## src/rtl/cct_pkg.sv

```systemverilog
package cct_pkg;

  localparam int CTRL_W = 9;
  localparam int ADDR_W = 3;

  localparam logic [ADDR_W-1:0] A_CTRL = 3'd0;
  localparam logic [ADDR_W-1:0] A_CNT  = 3'd1;
  localparam logic [ADDR_W-1:0] A_CMP0 = 3'd2;
  localparam logic [ADDR_W-1:0] A_CMP1 = 3'd3;
  localparam logic [ADDR_W-1:0] A_CAP  = 3'd4;
  localparam logic [ADDR_W-1:0] A_STAT = 3'd5;

  typedef enum logic [1:0] {
    ACT_HOLD   = 2'b00,
    ACT_TOGGLE = 2'b01,
    ACT_LOW    = 2'b10,
    ACT_HIGH   = 2'b11
  } cmp_act_e;

  typedef enum logic [1:0] {
    FSEL_OFF = 2'b00,
    FSEL_F1  = 2'b01,
    FSEL_F8  = 2'b10,
    FSEL_F32 = 2'b11
  } fsel_e;

  // packed MSB first: act1[8:7] act0[6:5] reload[4] cmp_mode[3] fsel[2:1] run[0]
  typedef struct packed {
    cmp_act_e act1;
    cmp_act_e act0;
    logic     reload;
    logic     cmp_mode;
    fsel_e    fsel;
    logic     run;
  } ctrl_t;

  function automatic logic act_apply(input logic lvl, input cmp_act_e act);
    case (act)
      ACT_TOGGLE: return ~lvl;
      ACT_LOW:    return 1'b0;
      ACT_HIGH:   return 1'b1;
      default:    return lvl;
    endcase
  endfunction

endpackage

```

## src/rtl/cct_regs.sv

```systemverilog
module cct_regs
  import cct_pkg::*;
#(
  parameter int CNT_W = 16
) (
  input  logic              clk,
  input  logic              rst_n,
  input  logic              wr_en,
  input  logic [ADDR_W-1:0] addr,
  input  logic [CNT_W-1:0]  wdata,
  output ctrl_t             ctrl,
  output logic [CNT_W-1:0]  cmp0_val,
  output logic [CNT_W-1:0]  cmp1_val
);

  ctrl_t wr_ctrl;
  ctrl_t ctrl_nxt;

  assign wr_ctrl = ctrl_t'(wdata[CTRL_W-1:0]);

  always_comb begin
    ctrl_nxt = wr_ctrl;
    ctrl_nxt.cmp_mode = ctrl.run ? ctrl.cmp_mode : wr_ctrl.cmp_mode;
    if (!ctrl_nxt.cmp_mode) begin
      ctrl_nxt.reload = 1'b0;
      ctrl_nxt.act0   = ACT_HOLD;
      ctrl_nxt.act1   = ACT_HOLD;
    end
  end

  always_ff @(posedge clk or negedge rst_n) begin
    if (!rst_n) begin
      ctrl     <= '0;
      cmp0_val <= '0;
      cmp1_val <= '0;
    end else if (wr_en) begin
      case (addr)
        A_CTRL: ctrl     <= ctrl_nxt;
        A_CMP0: cmp0_val <= wdata;
        A_CMP1: cmp1_val <= wdata;
        default: ;
      endcase
    end
  end

  assert_mode_locked_R7: assert property (@(posedge clk) disable iff (!rst_n)
    ctrl.run |=> $stable(ctrl.cmp_mode));

  assert_capture_fields_zero_R8: assert property (@(posedge clk) disable iff (!rst_n)
    !ctrl.cmp_mode |-> (!ctrl.reload && ctrl.act0 == ACT_HOLD && ctrl.act1 == ACT_HOLD));

endmodule

```

## src/rtl/cct_filter.sv

```systemverilog
module cct_filter
  import cct_pkg::*;
#(
  parameter int SYNC_LEN = 2,
  parameter int FILT_LEN = 3
) (
  input  logic  clk,
  input  logic  rst_n,
  input  logic  raw,
  input  fsel_e fsel,
  input  logic  stb_f1,
  input  logic  stb_f8,
  input  logic  stb_f32,
  output logic  filt
);

  logic [SYNC_LEN-1:0] sync_q;
  logic                synced;
  logic                stb_sel;
  logic [FILT_LEN-1:0] hist_q;
  logic [FILT_LEN-1:0] hist_nxt;
  logic                agree;
  logic                level_q;

  for (genvar i = 0; i < SYNC_LEN; i++) begin : g_sync
    always_ff @(posedge clk or negedge rst_n) begin
      if (!rst_n) sync_q[i] <= 1'b0;
      else        sync_q[i] <= (i == 0) ? raw : sync_q[(i == 0) ? 0 : i-1];
    end
  end

  assign synced = sync_q[SYNC_LEN-1];

  always_comb begin
    case (fsel)
      FSEL_F1:  stb_sel = stb_f1;
      FSEL_F8:  stb_sel = stb_f8;
      FSEL_F32: stb_sel = stb_f32;
      default:  stb_sel = 1'b0;
    endcase
  end

  assign hist_nxt = {hist_q[FILT_LEN-2:0], synced};
  assign agree    = (hist_nxt == '0) || (hist_nxt == '1);

  always_ff @(posedge clk or negedge rst_n) begin
    if (!rst_n) begin
      hist_q  <= '0;
      level_q <= 1'b0;
    end else if (stb_sel) begin
      hist_q <= hist_nxt;
      if (agree) level_q <= hist_nxt[0];
    end
  end

  assign filt = (fsel == FSEL_OFF) ? synced : level_q;

  assert_filter_gated_R12: assert property (@(posedge clk) disable iff (!rst_n)
    (fsel != FSEL_OFF && !stb_sel) |=> $stable(level_q));

  assert_filter_needs_run_R11: assert property (@(posedge clk) disable iff (!rst_n)
    (stb_sel && (hist_q[FILT_LEN-2:0] != {(FILT_LEN-1){synced}})) |=> $stable(level_q));

endmodule

```

## src/rtl/cct_counter.sv

```systemverilog
module cct_counter #(
  parameter int CNT_W = 16
) (
  input  logic             clk,
  input  logic             rst_n,
  input  logic             run,
  input  logic             cnt_en,
  input  logic             reload_on,
  input  logic [CNT_W-1:0] cmp0_val,
  input  logic [CNT_W-1:0] cmp1_val,
  output logic [CNT_W-1:0] count,
  output logic             tick,
  output logic             hit0,
  output logic             hit1,
  output logic             clr
);

  function automatic logic [CNT_W-1:0] count_next(input logic [CNT_W-1:0] c,
                                                   input logic do_clr);
    return do_clr ? '0 : c + CNT_W'(1);
  endfunction

  assign tick = run & cnt_en;
  assign hit0 = tick && (count == cmp0_val);
  assign hit1 = tick && (count == cmp1_val);
  assign clr  = hit1 & reload_on;

  always_ff @(posedge clk or negedge rst_n) begin
    if (!rst_n)    count <= '0;
    else if (tick) count <= count_next(count, clr);
  end

  assert_count_hold_R2: assert property (@(posedge clk) disable iff (!rst_n)
    !tick |=> $stable(count));

  assert_count_step_R2: assert property (@(posedge clk) disable iff (!rst_n)
    (tick && !clr) |=> (count - $past(count)) == CNT_W'(1));

  assert_reload_zero_R3: assert property (@(posedge clk) disable iff (!rst_n)
    clr |=> count == '0);

endmodule

```

## src/rtl/cc_timer.sv

```systemverilog
module cc_timer
  import cct_pkg::*;
#(
  parameter int CNT_W = 16
) (
  input  logic              clk,
  input  logic              rst_n,
  input  logic              wr_en,
  input  logic [ADDR_W-1:0] addr,
  input  logic [CNT_W-1:0]  wdata,
  output logic [CNT_W-1:0]  rdata,
  input  logic              cnt_en,
  input  logic              stb_f1,
  input  logic              stb_f8,
  input  logic              stb_f32,
  input  logic              cap_in,
  output logic              cmp_out
);

  ctrl_t            ctrl;
  logic [CNT_W-1:0] cmp0_val;
  logic [CNT_W-1:0] cmp1_val;
  logic [CNT_W-1:0] count;
  logic             tick;
  logic             hit0;
  logic             hit1;
  logic             clr;
  logic             filt;
  logic             filt_d;
  logic             cap_rise;
  logic [CNT_W-1:0] cap_q;
  logic             cap_flag;
  logic             cmp_nxt;
  logic             flag_clr;

  cct_regs #(.CNT_W(CNT_W)) u_regs (
    .clk      (clk),
    .rst_n    (rst_n),
    .wr_en    (wr_en),
    .addr     (addr),
    .wdata    (wdata),
    .ctrl     (ctrl),
    .cmp0_val (cmp0_val),
    .cmp1_val (cmp1_val)
  );

  cct_counter #(.CNT_W(CNT_W)) u_cnt (
    .clk       (clk),
    .rst_n     (rst_n),
    .run       (ctrl.run),
    .cnt_en    (cnt_en),
    .reload_on (ctrl.reload & ctrl.cmp_mode),
    .cmp0_val  (cmp0_val),
    .cmp1_val  (cmp1_val),
    .count     (count),
    .tick      (tick),
    .hit0      (hit0),
    .hit1      (hit1),
    .clr       (clr)
  );

  cct_filter #(.SYNC_LEN(2), .FILT_LEN(3)) u_filt (
    .clk     (clk),
    .rst_n   (rst_n),
    .raw     (cap_in),
    .fsel    (ctrl.fsel),
    .stb_f1  (stb_f1),
    .stb_f8  (stb_f8),
    .stb_f32 (stb_f32),
    .filt    (filt)
  );

  // compare 0 applied first, compare 1 last
  always_comb begin
    cmp_nxt = cmp_out;
    if (ctrl.cmp_mode) begin
      if (hit0) cmp_nxt = act_apply(cmp_nxt, ctrl.act0);
      if (hit1) cmp_nxt = act_apply(cmp_nxt, ctrl.act1);
    end
  end

  always_ff @(posedge clk or negedge rst_n) begin
    if (!rst_n) cmp_out <= 1'b0;
    else        cmp_out <= cmp_nxt;
  end

  assign cap_rise = filt & ~filt_d & ~ctrl.cmp_mode;
  assign flag_clr = wr_en && (addr == A_STAT) && wdata[0];

  always_ff @(posedge clk or negedge rst_n) begin
    if (!rst_n) begin
      filt_d   <= 1'b0;
      cap_q    <= '0;
      cap_flag <= 1'b0;
    end else begin
      filt_d <= filt;
      if (cap_rise) begin
        cap_q    <= count;
        cap_flag <= 1'b1;
      end else if (flag_clr) begin
        cap_flag <= 1'b0;
      end
    end
  end

  always_comb begin
    case (addr)
      A_CTRL:  rdata = {{(CNT_W-CTRL_W){1'b0}}, ctrl};
      A_CNT:   rdata = count;
      A_CMP0:  rdata = cmp0_val;
      A_CMP1:  rdata = cmp1_val;
      A_CAP:   rdata = cap_q;
      A_STAT:  rdata = {{(CNT_W-1){1'b0}}, cap_flag};
      default: rdata = '0;
    endcase
  end

  assert_both_hit_high_R5: assert property (@(posedge clk) disable iff (!rst_n)
    (hit0 && hit1 && ctrl.cmp_mode && ctrl.act1 == ACT_HIGH) |=> cmp_out);

  assert_both_hit_low_R5: assert property (@(posedge clk) disable iff (!rst_n)
    (hit0 && hit1 && ctrl.cmp_mode && ctrl.act1 == ACT_LOW) |=> !cmp_out);

  assert_hold_stopped_R6: assert property (@(posedge clk) disable iff (!rst_n)
    (!ctrl.run || !ctrl.cmp_mode) |=> $stable(cmp_out));

  assert_capture_R9: assert property (@(posedge clk) disable iff (!rst_n)
    cap_rise |=> (cap_flag && cap_q == $past(count)));

endmodule

```

## config.mk

```make
export PLATFORM = sky130hd
export DESIGN_NAME = cc_timer
export DESIGN_NICKNAME = d
export VERILOG_FILES = /design/src/rtl/cct_pkg.sv /design/src/rtl/cct_regs.sv /design/src/rtl/cct_filter.sv /design/src/rtl/cct_counter.sv /design/src/rtl/cc_timer.sv
export SDC_FILE = /design/constraint.sdc
export NUM_CORES = 1
export LEC_CHECK = 0
export ABC_AREA = 0
export BUFFER_PORTS_ARGS = -buffer_cell sky130_fd_sc_hd__clkbuf_2
export CAP_MARGIN = 30
export CORE_MARGIN = 5
export CORE_UTILIZATION = 55
export CTS_BUF_LIST = sky130_fd_sc_hd__clkbuf_4
export CTS_CLUSTER_SIZE = 10
export DETAILED_ROUTE_END_ITERATION = 12
export PLACE_DENSITY = 0.87
export SKIP_CTS_REPAIR_TIMING = 1
export SLEW_MARGIN = 5
export SYNTH_ARGS = -nofsm -noshare
export SYNTH_HDL_FRONTEND = slang
export SYNTH_HIERARCHICAL = 1
export SYNTH_SLANG_ARGS = --single-unit
export TNS_END_PERCENT = 30
```

## constraint.sdc

```tcl
create_clock -name clk -period 4 [get_ports clk]
set_input_delay 0.6 -clock clk [delete_from_list [all_inputs] [get_ports clk]]
set_output_delay 0.6 -clock clk [all_outputs]
set_load 0.05 [all_outputs]
```

Yosys cells after proc, flatten, opt, wreduce, memory -nomap -nowiden
Index checks and enable logic that the tools add are counted.
W data, S select, Z words.
- flip-flop bits (word level): 81
- input bits: 27
- logic and storage cells: 70
- add/subtract/negate cells: 1
- eq/ne operators: 17
- muxes and demuxes: 13
- bitwise gates (word level): 9
- reduce and logical (&&, ||, !) cells: 13
- operator list (kind ; count):
    $pmux W16 S6 ; 1
    $eq A16 B16 Y1 ; 2
    $add A16 B1 Y16 const B ; 1
    $mux W16 ; 1
    $eq A2 B2 Y1 const B ; 6
    $eq A3 B3 Y1 const B ; 3
    $pmux W1 S3 ; 3
    $reduce_and A2 Y1 ; 4
    $mux W1 ; 7
    $eq A2 B1 Y1 const B ; 3
    $eq A3 B2 Y1 const B ; 2
    $logic_not A3 Y1 ; 2
    $and A1 B1 Y1 ; 5
    $mux W5 ; 1
    $logic_and A1 B1 Y1 ; 4
    $not A1 Y1 ; 4
    $eq A3 B1 Y1 const B ; 1
    $logic_not A2 Y1 ; 1
    $reduce_bool A2 Y1 ; 1
    $logic_or A1 B1 Y1 ; 1

Longest topological paths before layout
- depth after elaboration: 7
- mapped depth: 8

Hierarchy
The synthesis kept the hierarchy.
- modules (own cells, without submodules) (module ; instances ; cells each ; area an instance (µm²) ; seq. area each (µm²)):
    cct_regs ; 1 ; 92 ; 1567.8 ; 1026.0
    cc_timer ; 1 ; 129 ; 1426.4 ; 475.5
    cct_counter ; 1 ; 132 ; 1173.6 ; 400.4
    cct_filter ; 1 ; 17 ; 220.2 ; 125.1

Worst setup path after synthesis
No wires, ideal clock.
- kind: input to output
- start point: input addr[1]
- end point: output rdata[5]
- arrival: 2208 ps
- required time: 3400 ps
- path slack: 1192 ps
- cell stages on the path: 5
- cells stage by stage: buf_6 > buf_4 > mux4_2 > inv_1 > o21ai_0
- word-level cells in the longest chain between the ends: 2
- elaborated cells between the ends (all ways): 7
- those cells by class: eq/ne: 5; mux: 1; reduce/logical: 1
- RTL lines (item ; RTL line ; source):
    start: declaration ; cc_timer.sv:9 ; input logic [ADDR_W-1:0] addr,
    $eq A3 B3 Y1, or another cell as far along ; cc_timer.sv:107 ; case (addr)
    $pmux W16 S6 (*) ; cc_timer.sv:107 ;
    end: declaration ; cc_timer.sv:11 ; output logic [CNT_W-1:0] rdata,
Mark *: on every way between the ends. The rest lies on a longest branch, timed or not.

Worst setup path in the final report
- start point: input addr[2]
- end point: output rdata[14]
Same word-level chain as after synthesis.

==> flow_metrics.py <==
metrics = {
    "outcome": {
        "status": "finished clean",
    },
    "power": {
        "clkPwrFrac_pct": 27.2,
        "cellInternalPower_mw": 1.67,
        "p_seq_share_pct": 47.0,
        "p_leak_nw": 2.23,
        "p_per_area_nw_per_um2": 510,
        "p_sw_share_pct": 32.6,
        "ir_drop_v": 0.000200,
        "p_sw_uw": 806,
        "comb_power_share_pct": 25.8,
    },
    "setup_path": {
        "path_cells": "clkbuf_2, nor2b_1, buf_4, nor2b_1, o2bb2ai_1, clkbuf_2",
        "critical_path.endpoint": "rdata[14]",
        "worstPathArrival_ns": 2.45,
        "max_stage_delay_ns": 0.49,
        "reg2reg_depth": 7,
        "rrSetupSlack_ns": 1.48,
        "required_ns": 3.40,
        "crit_start": "addr[2]",
        "worst_setup_path_start_kind": "input pin",
        "path_buf_inv": 3,
        "cp_max_fo": 25,
        "crit_type": "in2out",
        "cp_top_family": "buffers and inverters",
        "endpoint_kind": "output port",
        "cpMaxStageDelayCell": "nor2b_1",
        "crit-reg2reg-launch": "u_cnt/count[1]",
        "cp.depth": 6,
        "worstReg2RegEnd": "cmp_out",
    },
    "sta": {
        "worst_pin_slew_ns": 0.995,
        "finClkSkew_ns": 0.0149,
        "setup_viol": 0,
        "hold_viol_final": 0,
        "rsz0062_at_grt": "no",
        "period_minus_slack_ns": 3.05,
        "period_share_pct": 76.4,
        "max_freq_ghz": 0.327,
        "fin_setup_tns_ns": 0,
        "slew_headroom_pct": 33.6,
        "maxSlewViolCount": 0,
    },
    "routing": {
        "drt_iter0_drc": 219,
        "vias": 3131,
        "wl_per_cell_um": 19.4,
        "viasPerCell": 6.12,
        "ant_nets": 0,
        "drtPass1Iterations": 4,
        "drc": 0,
        "drt-total-wl_um": 9920,
    },
    "final_layout": {
        "diodes": 0,
        "area_growth_pct": 10.6,
        "nNetsFinal": 433,
        "final_cell_mix": "81 x dfrtp_1, 57 x mux2_2, 42 x clkbuf_2, 33 x xor2_1, 21 x nor2_1",
        "drive_above_1_share_pct": 33.4,
        "final_core_util_pct": 62.5,
        "finalNonFillerCells": 512,
        "fillers": 590,
        "final_common_cell": "dfrtp_1",
    },
    "die": {
        "placementRows": 32,
        "die_w_um": 99.3,
        "die_y_um": 99.3,
        "core_um2": 7770,
        "dieArea_um2": 9860,
        "start_util_pct": 56.5,
        "io_pins": 44,
    },
    "worst_hold_path": {
        "worstHoldPathType": "in2async",
    },
    "synth": {
        "syn_nets": 398,
        "synth_edf_count": 0,
        "syn_area_um2": 4390,
        "synth_cells": 370,
        "yosys_warnings": 6,
        "synthDistinctLibCells": 51,
        "ys_seq_area_share_pct": 46.2,
        "synth_area_per_cell_um2": 11.9,
        "synth_ff_type": "dfrtp_1",
        "async_reset_ff_share_pct": 100,
        "ys_ff_latch": 81,
    },
    "placed_design": {
        "place.gp.congestion": 0.931,
        "portBuffers": 43,
        "dpl.cell_count": 496,
        "dp_hpwl_um": 7110,
    },
    "global_routing": {
        "track_usage_pct": 21.6,
        "grt-ovfl-total": 0,
        "grt_start_max_net_pins": 45,
        "grt_pass1_wl_um": 16900,
        "antenna_found_initial": 0,
        "grt_pass1_vias": 3347,
    },
    "job": {
        "max-cap-violations": 0,
    },
    "clock_tree": {
        "htree_levels": 3,
        "numCtsBuffers": 9,
        "clk_pin_slew_ns": 0.12,
        "cts.sinks": 81,
        "cts_tree": "yes",
        "clk-insertion-delay-late_ns": 0.43,
        "cts_buffer_depth": 2,
        "cts-root-buf": "clkbuf_4",
    },
}
## power by group through the flow
stage	registers, mW	logic (mW)	clock network (mW)
after detailed placement	1.18	0.630	0
after CTS	1.16	0.634	0.679
after floorplan	1.10	0.517	0
after global routing	1.19	0.687	0.715
after global placement	1.16	0.606	0
final	1.16	0.638	0.673
## through the flow
| step | setup WS, ns | hold WS [ns] | power (mW) | instance area [um^2] |
|---|---|---|---|---|
| global route | 0.888 | 0.142 | 2.59 | 4850 |
| detailed placement | 0.996 | 0.343 | 1.81 | 4640 |
| floorplan | 1.19 | 0.304 | 1.62 | 4390 |
| global placement | 1.12 | 0.332 | 1.77 | 4620 |
| finish | 0.945 | 0.123 | 2.47 | 4850 |
| CTS | 0.999 | 0.117 | 2.47 | 4850 |
## state kept, by name, summed over array words and instances (netlist names)
signal and count:
cap_q 16, u_cnt/count 16, u_regs/cmp0_val 16, u_regs/cmp1_val 16, u_regs/ctrl 9, u_filt/hist_q 2
cap_flag 1, cmp_out 1, filt_d 1, u_filt/level_q 1, u_filt/sync_q 1, u_filt/synced 1
## how the worst min path moves through the flow
stage / start / to / slack (ns) / depth (start not counted)
2_1_floorplan: rst_n / cap_flag / 0.30 / 0
3_3_place_gp: u_filt/sync_q[0] / u_filt/synced / 0.33 / 0
3_5_place_dp: u_filt/sync_q[0] / u_filt/synced / 0.34 / 0
4_1_cts: rst_n / u_regs/cmp0_val[9] / 0.12 / 1
5_1_grt: rst_n / u_regs/cmp0_val[10] / 0.14 / 1
6_report: rst_n / u_regs/cmp0_val[8] / 0.12 / 1
## per-layer routing
metal	vias up	track usage [%]	wire length (um)
met3	21	3.37	478
met5	-	0	0
met2	100	35.0	4850
met1	1588	29.0	4330
li1	1422	-	-
met4	0	9.35	255
## synthesized netlist by cell type (3+ instances only)
library cell | instances | area share [%]
nand2_1 | 11 | 0.94
nand4b_1 | 3 | 0.60
mux2_1 | 3 | 0.77
nor4_1 | 5 | 0.71
mux2_4 | 3 | 1.0
dfrtp_1 | 81 | 46
o2bb2ai_1 | 7 | 1.4
buf_2 | 7 | 0.80
o21ai_0 | 5 | 0.57
mux2i_1 | 16 | 3.6
a21oi_1 | 3 | 0.34
xnor2_1 | 13 | 2.6
xor2_1 | 33 | 6.6
a22oi_1 | 7 | 1.2
nand2b_1 | 3 | 0.43
nand4_1 | 10 | 1.4
mux2_2 | 57 | 15
nand3_1 | 8 | 0.91
a2bb2oi_1 | 6 | 1.2
nor3_1 | 6 | 0.68
nor2_1 | 21 | 1.8
inv_1 | 6 | 0.51
a22o_1 | 6 | 1.2
o22ai_1 | 6 | 0.86
buf_4 | 5 | 0.86
clkbuf_1 | 6 | 0.51
buf_6 | 3 | 0.77
nor2b_1 | 3 | 0.43
## cells by family (layout without fill, tap and decap cells)
kind of cell,count (synthesis),after routing,synth area share [%]
compound gates,50,50,8.75
xor+xnor,46,46,9.18
fa+ha+maj,1,1,0.285
buf+inv,30,70,4.02
flops,81,81,46.2
mux,81,81,21.1
simple gates,81,81,10.5
## final cells by class
| class | count | area [um^2] | area share (%) |
|---|---|---|---|
| flip-flops and latches | 81 | 2030 | 41.8 |
| well taps | 102 | 128 | 2.63 |
| clock buffers | 11 | 82.6 | 1.70 |
| multi-input cells | 259 | 2200 | 45.3 |
| inverters | 6 | 22.5 | 0.464 |
| clock inverters | 5 | 128 | 2.63 |
| repair buffers | 48 | 268 | 5.52 |
Power figures use the tool's default switching activity.
